`src/rtl/sock_evt_pkg.sv`:
```
`timescale 1ns/1ps
package sock_evt_pkg;
   localparam int REG_W = 8;
   localparam int NPIN  = 5;
   localparam int NFLAG = 6;

   // pin vector positions
   localparam int PIN_BVD1 = 0;
   localparam int PIN_BVD2 = 1;
   localparam int PIN_RDY  = 2;
   localparam int PIN_CD1  = 3;
   localparam int PIN_CD2  = 4;

   // flag bit positions
   localparam int FL_BATT1 = 0;
   localparam int FL_BATT2 = 1;
   localparam int FL_READY = 2;
   localparam int FL_STCHG = 3;
   localparam int FL_DETCT = 4;
   localparam int FL_PWRUP = 5;

   localparam logic [1:0] ADDR_FLAG  = 2'd0;
   localparam logic [1:0] ADDR_EN    = 2'd1;
   localparam logic [1:0] ADDR_ROUTE = 2'd2;
   localparam logic [1:0] ADDR_CFG   = 2'd3;

   localparam int ROUTE_FN_LSB = 4;

   typedef enum logic [1:0] {
      KIND_MEM = 2'd0,
      KIND_IO  = 2'd1,
      KIND_BUS = 2'd2,
      KIND_BUS2 = 2'd3
   } card_kind_e;
endpackage

```
`src/rtl/sock_evt_sync.sv`:
```
`timescale 1ns/1ps
module sock_evt_sync #(
   parameter int W      = 5,
   parameter int STAGES = 2
) (
   input  logic         clk,
   input  logic         rst_n,
   input  logic [W-1:0] din,
   output logic [W-1:0] cur,
   output logic [W-1:0] prev,
   output logic         sync_ok,
   output logic         edge_ok
);
   if (STAGES < 2) begin : g_bad_stages
      $error("sock_evt_sync: STAGES must be at least 2");
   end

   logic [W-1:0]      stg [STAGES];
   logic [STAGES:0]   vld;

   always_ff @(posedge clk or negedge rst_n) begin
      if (!rst_n) stg[0] <= '0;
      else        stg[0] <= din;
   end

   for (genvar k = 1; k < STAGES; k++) begin : g_stage
      always_ff @(posedge clk or negedge rst_n) begin
         if (!rst_n) stg[k] <= '0;
         else        stg[k] <= stg[k-1];
      end
   end

   always_ff @(posedge clk or negedge rst_n) begin
      if (!rst_n) begin
         prev <= '0;
         vld  <= '0;
      end else begin
         prev <= stg[STAGES-1];
         vld  <= {vld[STAGES-1:0], 1'b1};
      end
   end

   assign cur     = stg[STAGES-1];
   assign sync_ok = vld[STAGES-1];
   assign edge_ok = vld[STAGES];
endmodule

```
`src/rtl/sock_evt_detect.sv`:
```
`timescale 1ns/1ps
module sock_evt_detect
   import sock_evt_pkg::*;
(
   input  card_kind_e        kind,
   input  logic [NPIN-1:0]   cur,
   input  logic [NPIN-1:0]   prev,
   input  logic              sync_ok,
   input  logic              edge_ok,
   input  logic              pwr_done,
   output logic [NFLAG-1:0]  evt,
   output logic              func_lvl
);
   logic [NPIN-1:0] chg, rise;
   logic            is_mem;

   always_comb begin
      chg    = (cur ^ prev) & {NPIN{edge_ok}};
      rise   = cur & ~prev & {NPIN{edge_ok}};
      is_mem = (kind == KIND_MEM);

      evt            = '0;
      evt[FL_BATT1]  = is_mem & chg[PIN_BVD1];
      evt[FL_BATT2]  = is_mem & chg[PIN_BVD2];
      evt[FL_READY]  = is_mem & chg[PIN_RDY];
      evt[FL_STCHG]  = ~is_mem & rise[PIN_BVD1];
      evt[FL_DETCT]  = chg[PIN_CD1] | chg[PIN_CD2];
      evt[FL_PWRUP]  = pwr_done;

      func_lvl = sync_ok & ~is_mem & cur[PIN_RDY] & ~cur[PIN_CD1] & ~cur[PIN_CD2];
   end
endmodule

```
`src/rtl/sock_evt_regs.sv`:
```
`timescale 1ns/1ps
module sock_evt_regs
   import sock_evt_pkg::*;
#(
   parameter int SEL_W = 1
) (
   input  logic              clk,
   input  logic              rst_n,
   input  logic [1:0]        addr,
   input  logic              wr,
   input  logic              rd,
   input  logic [REG_W-1:0]  wdata,
   input  logic [NFLAG-1:0]  evt,
   input  logic              func_lvl,
   output logic [REG_W-1:0]  rdata,
   output logic [NFLAG-1:0]  flags,
   output logic [NFLAG-1:0]  enable,
   output logic [SEL_W-1:0]  csc_sel,
   output logic [SEL_W-1:0]  func_sel,
   output logic              rc_mode
);
   if (SEL_W < 1 || SEL_W > 4) begin : g_bad_sel
      $error("sock_evt_regs: SEL_W must be 1..4");
   end

   logic [NFLAG-1:0] clr;

   always_comb begin
      clr = '0;
      if (addr == ADDR_FLAG) begin
         if (rc_mode && rd)       clr = '1;
         else if (!rc_mode && wr) clr = wdata[NFLAG-1:0];
      end
   end

   always_ff @(posedge clk or negedge rst_n) begin
      if (!rst_n) begin
         flags    <= '0;
         enable   <= '0;
         csc_sel  <= '0;
         func_sel <= '0;
         rc_mode  <= 1'b0;
      end else begin
         flags <= (flags & ~clr) | evt;
         if (wr) begin
            case (addr)
               ADDR_EN:    enable <= wdata[NFLAG-1:0];
               ADDR_ROUTE: begin
                  csc_sel  <= wdata[SEL_W-1:0];
                  func_sel <= wdata[ROUTE_FN_LSB +: SEL_W];
               end
               ADDR_CFG:   rc_mode <= wdata[0];
               default: ;
            endcase
         end
      end
   end

   always_comb begin
      rdata = '0;
      case (addr)
         ADDR_FLAG: rdata[NFLAG:0] = {func_lvl, flags};
         ADDR_EN:   rdata[NFLAG-1:0] = enable;
         ADDR_ROUTE: begin
            rdata[SEL_W-1:0]              = csc_sel;
            rdata[ROUTE_FN_LSB +: SEL_W]  = func_sel;
         end
         default:   rdata[0] = rc_mode;
      endcase
   end
endmodule

```
`src/rtl/sock_evt_route.sv`:
```
`timescale 1ns/1ps
module sock_evt_route #(
   parameter int NUM_OUT = 2,
   parameter int SEL_W   = 1
) (
   input  logic               csc_any,
   input  logic               func_lvl,
   input  logic [SEL_W-1:0]   csc_sel,
   input  logic [SEL_W-1:0]   func_sel,
   output logic [NUM_OUT-1:0] irq
);
   for (genvar i = 0; i < NUM_OUT; i++) begin : g_out
      assign irq[i] = (csc_any  && (csc_sel  == SEL_W'(i))) ||
                      (func_lvl && (func_sel == SEL_W'(i)));
   end
endmodule

```
`src/rtl/sock_evt_ctrl.sv`:
```
`timescale 1ns/1ps
module sock_evt_ctrl
   import sock_evt_pkg::*;
#(
   parameter int NUM_OUT     = 2,
   parameter int SYNC_STAGES = 2
) (
   input  logic               clk,
   input  logic               rst_n,
   input  logic [1:0]         card_kind,
   input  logic               pin_bvd1,
   input  logic               pin_bvd2,
   input  logic               pin_rdy,
   input  logic               pin_cd1_n,
   input  logic               pin_cd2_n,
   input  logic               pwr_done,
   input  logic [1:0]         reg_addr,
   input  logic               reg_wr,
   input  logic               reg_rd,
   input  logic [7:0]         reg_wdata,
   output logic [7:0]         reg_rdata,
   output logic [NUM_OUT-1:0] irq_out
);
   localparam int SEL_W = (NUM_OUT > 1) ? $clog2(NUM_OUT) : 1;

   if (NUM_OUT < 2 || NUM_OUT > 16 || NUM_OUT != (1 << SEL_W)) begin : g_bad_out
      $error("sock_evt_ctrl: NUM_OUT must be a power of two in 2..16");
   end

   logic [NPIN-1:0]  pins_raw, cur, prev;
   logic             sync_ok, edge_ok;
   logic [NFLAG-1:0] evt, flags, enable;
   logic             func_lvl, rc_mode, csc_any;
   logic [SEL_W-1:0] csc_sel, func_sel;

   always_comb begin
      pins_raw           = '0;
      pins_raw[PIN_BVD1] = pin_bvd1;
      pins_raw[PIN_BVD2] = pin_bvd2;
      pins_raw[PIN_RDY]  = pin_rdy;
      pins_raw[PIN_CD1]  = pin_cd1_n;
      pins_raw[PIN_CD2]  = pin_cd2_n;
   end

   sock_evt_sync #(.W(NPIN), .STAGES(SYNC_STAGES)) u_sync (
      .clk(clk), .rst_n(rst_n), .din(pins_raw),
      .cur(cur), .prev(prev), .sync_ok(sync_ok), .edge_ok(edge_ok)
   );

   sock_evt_detect u_det (
      .kind(card_kind_e'(card_kind)), .cur(cur), .prev(prev),
      .sync_ok(sync_ok), .edge_ok(edge_ok), .pwr_done(pwr_done),
      .evt(evt), .func_lvl(func_lvl)
   );

   sock_evt_regs #(.SEL_W(SEL_W)) u_regs (
      .clk(clk), .rst_n(rst_n), .addr(reg_addr), .wr(reg_wr), .rd(reg_rd),
      .wdata(reg_wdata), .evt(evt), .func_lvl(func_lvl), .rdata(reg_rdata),
      .flags(flags), .enable(enable), .csc_sel(csc_sel), .func_sel(func_sel),
      .rc_mode(rc_mode)
   );

   assign csc_any = |(flags & enable);

   sock_evt_route #(.NUM_OUT(NUM_OUT), .SEL_W(SEL_W)) u_route (
      .csc_any(csc_any), .func_lvl(func_lvl), .csc_sel(csc_sel),
      .func_sel(func_sel), .irq(irq_out)
   );
endmodule

```
`config.mk`:
```
export PLATFORM = sky130hd
export DESIGN_NAME = sock_evt_ctrl
export DESIGN_NICKNAME = d
export VERILOG_FILES = /design/src/rtl/sock_evt_pkg.sv /design/src/rtl/sock_evt_sync.sv /design/src/rtl/sock_evt_detect.sv /design/src/rtl/sock_evt_regs.sv /design/src/rtl/sock_evt_route.sv /design/src/rtl/sock_evt_ctrl.sv
export SDC_FILE = /design/constraint.sdc
export NUM_CORES = 1
export LEC_CHECK = 0
export BUFFER_PORTS_ARGS = -buffer_cell sky130_fd_sc_hd__buf_2
export CORE_ASPECT_RATIO = 1.5
export CORE_MARGIN = 2
export CORE_UTILIZATION = 31
export CTS_BUF_LIST = sky130_fd_sc_hd__clkbuf_16
export DETAILED_ROUTE_END_ITERATION = 10
export PLACE_DENSITY = 0.48
export SYNTH_ARGS = -nofsm -noshare
export SYNTH_HDL_FRONTEND = slang
export SYNTH_HIERARCHICAL = 1
export SYNTH_SLANG_ARGS = --single-unit
export TNS_END_PERCENT = 20
```
`constraint.sdc`:
```
create_clock -name clk -period 2.6 [get_ports clk]
set_clock_uncertainty 0.2 [all_clocks]
set_input_delay 0.52 -clock clk [delete_from_list [all_inputs] [get_ports clk]]
set_output_delay 0.52 -clock clk [all_outputs]
set_load 0.02 [all_outputs]
```
==> flow_summary.ini <==
[run_status]
outcome = finished, final reports clean

[detailed_routing]
via_per_inst = 4.56
wire_per_inst_um = 13.8
drc = 0
vias = 921
first_pass_iters = 4
drt-initial-drc-count = 35
drt-total-wl_um = 2790
ant_nets = 0

[clock_network]
postCtsSetupBuffers = 0
clk_latency_ns = 0.27
ctsResizeCount = 0
clock_sinks = 33
tritoncts = built
cts_root_buffer = clkbuf_16
clk_pin_slew_worst_paths_ns = 0.05
holdBufCountCts = 0
cts_buffers = 5
h-tree-depth = 2
ctsLongestPathBuffers = 2

[global_routing]
track_usage_pct = 11.7
grt_max_degree = 34
overflow = 0
grt_first_pass_wirelength_um = 4450
grt_pass1_vias = 921
antenna_found_initial = 0

[finish]
drive_above_1_share_pct = 32.6
fin_util_pct = 38.7
syn_to_final_growth_pct = 19.6
nets = 160
n_antenna_cell = 0
num-fill-cells = 481

[critical_path]
cpPeakStageDelay_ns = 0.37
critical_path.top_delay_family = simple AND/OR/NAND/NOR gates
cp_num_buf_inv = 1
path_class = reg -> out
r2r_slack_ns = 1.12
critPathCaptureType = output port
reg2reg_to = u_regs/flags[4]
cp.arrival_ns = 1.50
crit_chain = o211ai_1 > nor3_1 > nor3b_1 > buf_2
r2r-start = u_regs/rc_mode
cp-start-kind = flip-flop
required_ns = 1.88
r2r_cells = 2
cp_max_fo = 3
cp_slowest_cell = dfrtp_1

[timing]
worstMarginPinSlew_ns = 0.742
clock.fmax_mhz = 451
setup_tns_ns = 0
rsz0062_at_grt = false
post-route-period-util_pct = 85.4
setup_violations = 0
final_hold_viol_count = 0
drv_slew = 0
period_needed_ns = 2.22
max-slew-margin-rel_pct = 50.5

[logic_synthesis]
syn-num-nets = 136
netlist_area_um2 = 1480
synthArstFlopShare_pct = 100
synth_top_area_share_pct = 55.6
ys_seq_area_share_pct = 55.6
synth-seq-cells = 33
syn_area_per_cell_um2 = 13.1
synth.distinct_cells = 29
syn_inst = 113
ys_warn_count = 6
synth_ff_type = dfrtp_1
yosys.area.top_type = dfrtp_1
synth_edf_count = 0
yosys-top-cells-area = dfrtp_1, mux2_2, a311o_1

[die]
fp.dieW_um = 60.5
core_region_area_um2 = 4580
dieArea_um2 = 5370
start_util_pct = 32.4
row_count = 30
num_io_pins = 32
die_h_um = 88.7

[power_and_ir_drop]
leakagePower_nw = 0.790
peakVddDrop_uv = 584
p_per_area_nw_per_um2 = 818

[worst_hold_path]
hold_class = in -> async

[place]
gp_congestion = 0.736
place_hpwl_um = 2000
port_buffers = 28

[flow_run]
cap_viol_max_count = 0
[report_power, final]
part           internal [mW]  switching, mW  leakage, nW
logic                  0.101          0.103        0.335
clock network          0.444          0.192       0.0826
registers              0.566         0.0435        0.373
[synth_stat cells, types with 2 or more instances]
master	number
mux2_2	9
buf_4	7
nor2_1	7
a22oi_1	3
a311o_1	6
xnor2_1	4
o21a_1	6
conb_1	2
nand3b_1	8
buf_2	2
nand3_1	2
inv_1	3
buf_6	2
mux2i_1	5
dfrtp_1	33
[per-stage QoR]
stage          worst slack, ns  total power, mW  hold WS [ns]  std cells  instance area, µm²
2_1_floorplan            0.495            0.759        0.0244        113                1480
3_3_place_gp             0.411            0.821         0.132        194                1610
3_5_place_dp             0.402            0.827         0.136        194                1610
4_1_cts                  0.355             1.47         0.142        202                1770
5_1_grt                  0.272             1.52         0.145        202                1770
6_report                 0.381             1.45         0.117        202                1770
[placed cells by master, fill, tap and decap left out, drive strengths merged, types with 2 or more instances in the layout]
cell type	instances
nand3b	9
xnor2	4
mux2i	5
buf	29
a22oi	3
mux2	9
dfrtp	33
nor2	7
nand3	2
o21a	6
a311o	6
inv	4
clkbuf	5
conb	2
[layout make-up]
cell class	count	area [µm²]	share of cell area, %
repair buffers	29	148	8.32
flip-flops and latches	33	826	46.5
well taps	64	80.1	4.51
inverters	3	11.3	0.635
clock inverters	3	37.5	2.12
clock buffers	5	125	7.05
multi-input cells	65	547	30.8
[cell families after synthesis]
| logic type | Yosys count | share of synthesized area (%) |
|---|---|---|
| AOI/OAI and AO/OA | 21 | 11.6 |
| other | 2 | 0.506 |
| DFF | 33 | 55.6 |
| muxes | 15 | 12.0 |
| xor gates and xnor gates | 4 | 2.36 |
| adders and majority gates | 1 | 0.843 |
| buffers and inverters | 15 | 7.50 |
| and+or+nand+nor | 22 | 9.53 |
[registers in the layout, indices dropped and copies added, names as in the netlist]
| register | flops |
|---|---|
| u_regs/enable | 6 |
| u_regs/flags | 6 |
| u_sync/cur | 5 |
| u_sync/prev | 5 |
| u_sync/stg | 5 |
| u_sync/vld | 3 |
| u_regs/csc_sel | 1 |
| u_regs/func_sel | 1 |
| u_regs/rc_mode | 1 |
[routing by layer]
layer,up-vias,GRT usage (%),part of all wire [%]
li1,447,-,-
met1,443,13.3,42
met2,27,19.8,52
met5,-,0,0
met3,4,3.95,4.8
met4,0,4.74,1.7
[how the worst max path moves through the flow]
stage / startpoint / end / slack (ns) / cells past startpoint
final: u_sync/cur[2] / reg_rdata[6] / 0.38 / 4
after global routing: u_sync/cur[2] / reg_rdata[6] / 0.27 / 4
after CTS: u_sync/cur[2] / reg_rdata[6] / 0.36 / 4
after detailed placement: card_kind[1] / irq_out[0] / 0.40 / 6
after global placement: card_kind[1] / reg_rdata[6] / 0.41 / 5
after floorplan: reg_addr[1] / reg_rdata[4] / 0.49 / 4
Note: power is estimated with default switching activity, not from simulation.
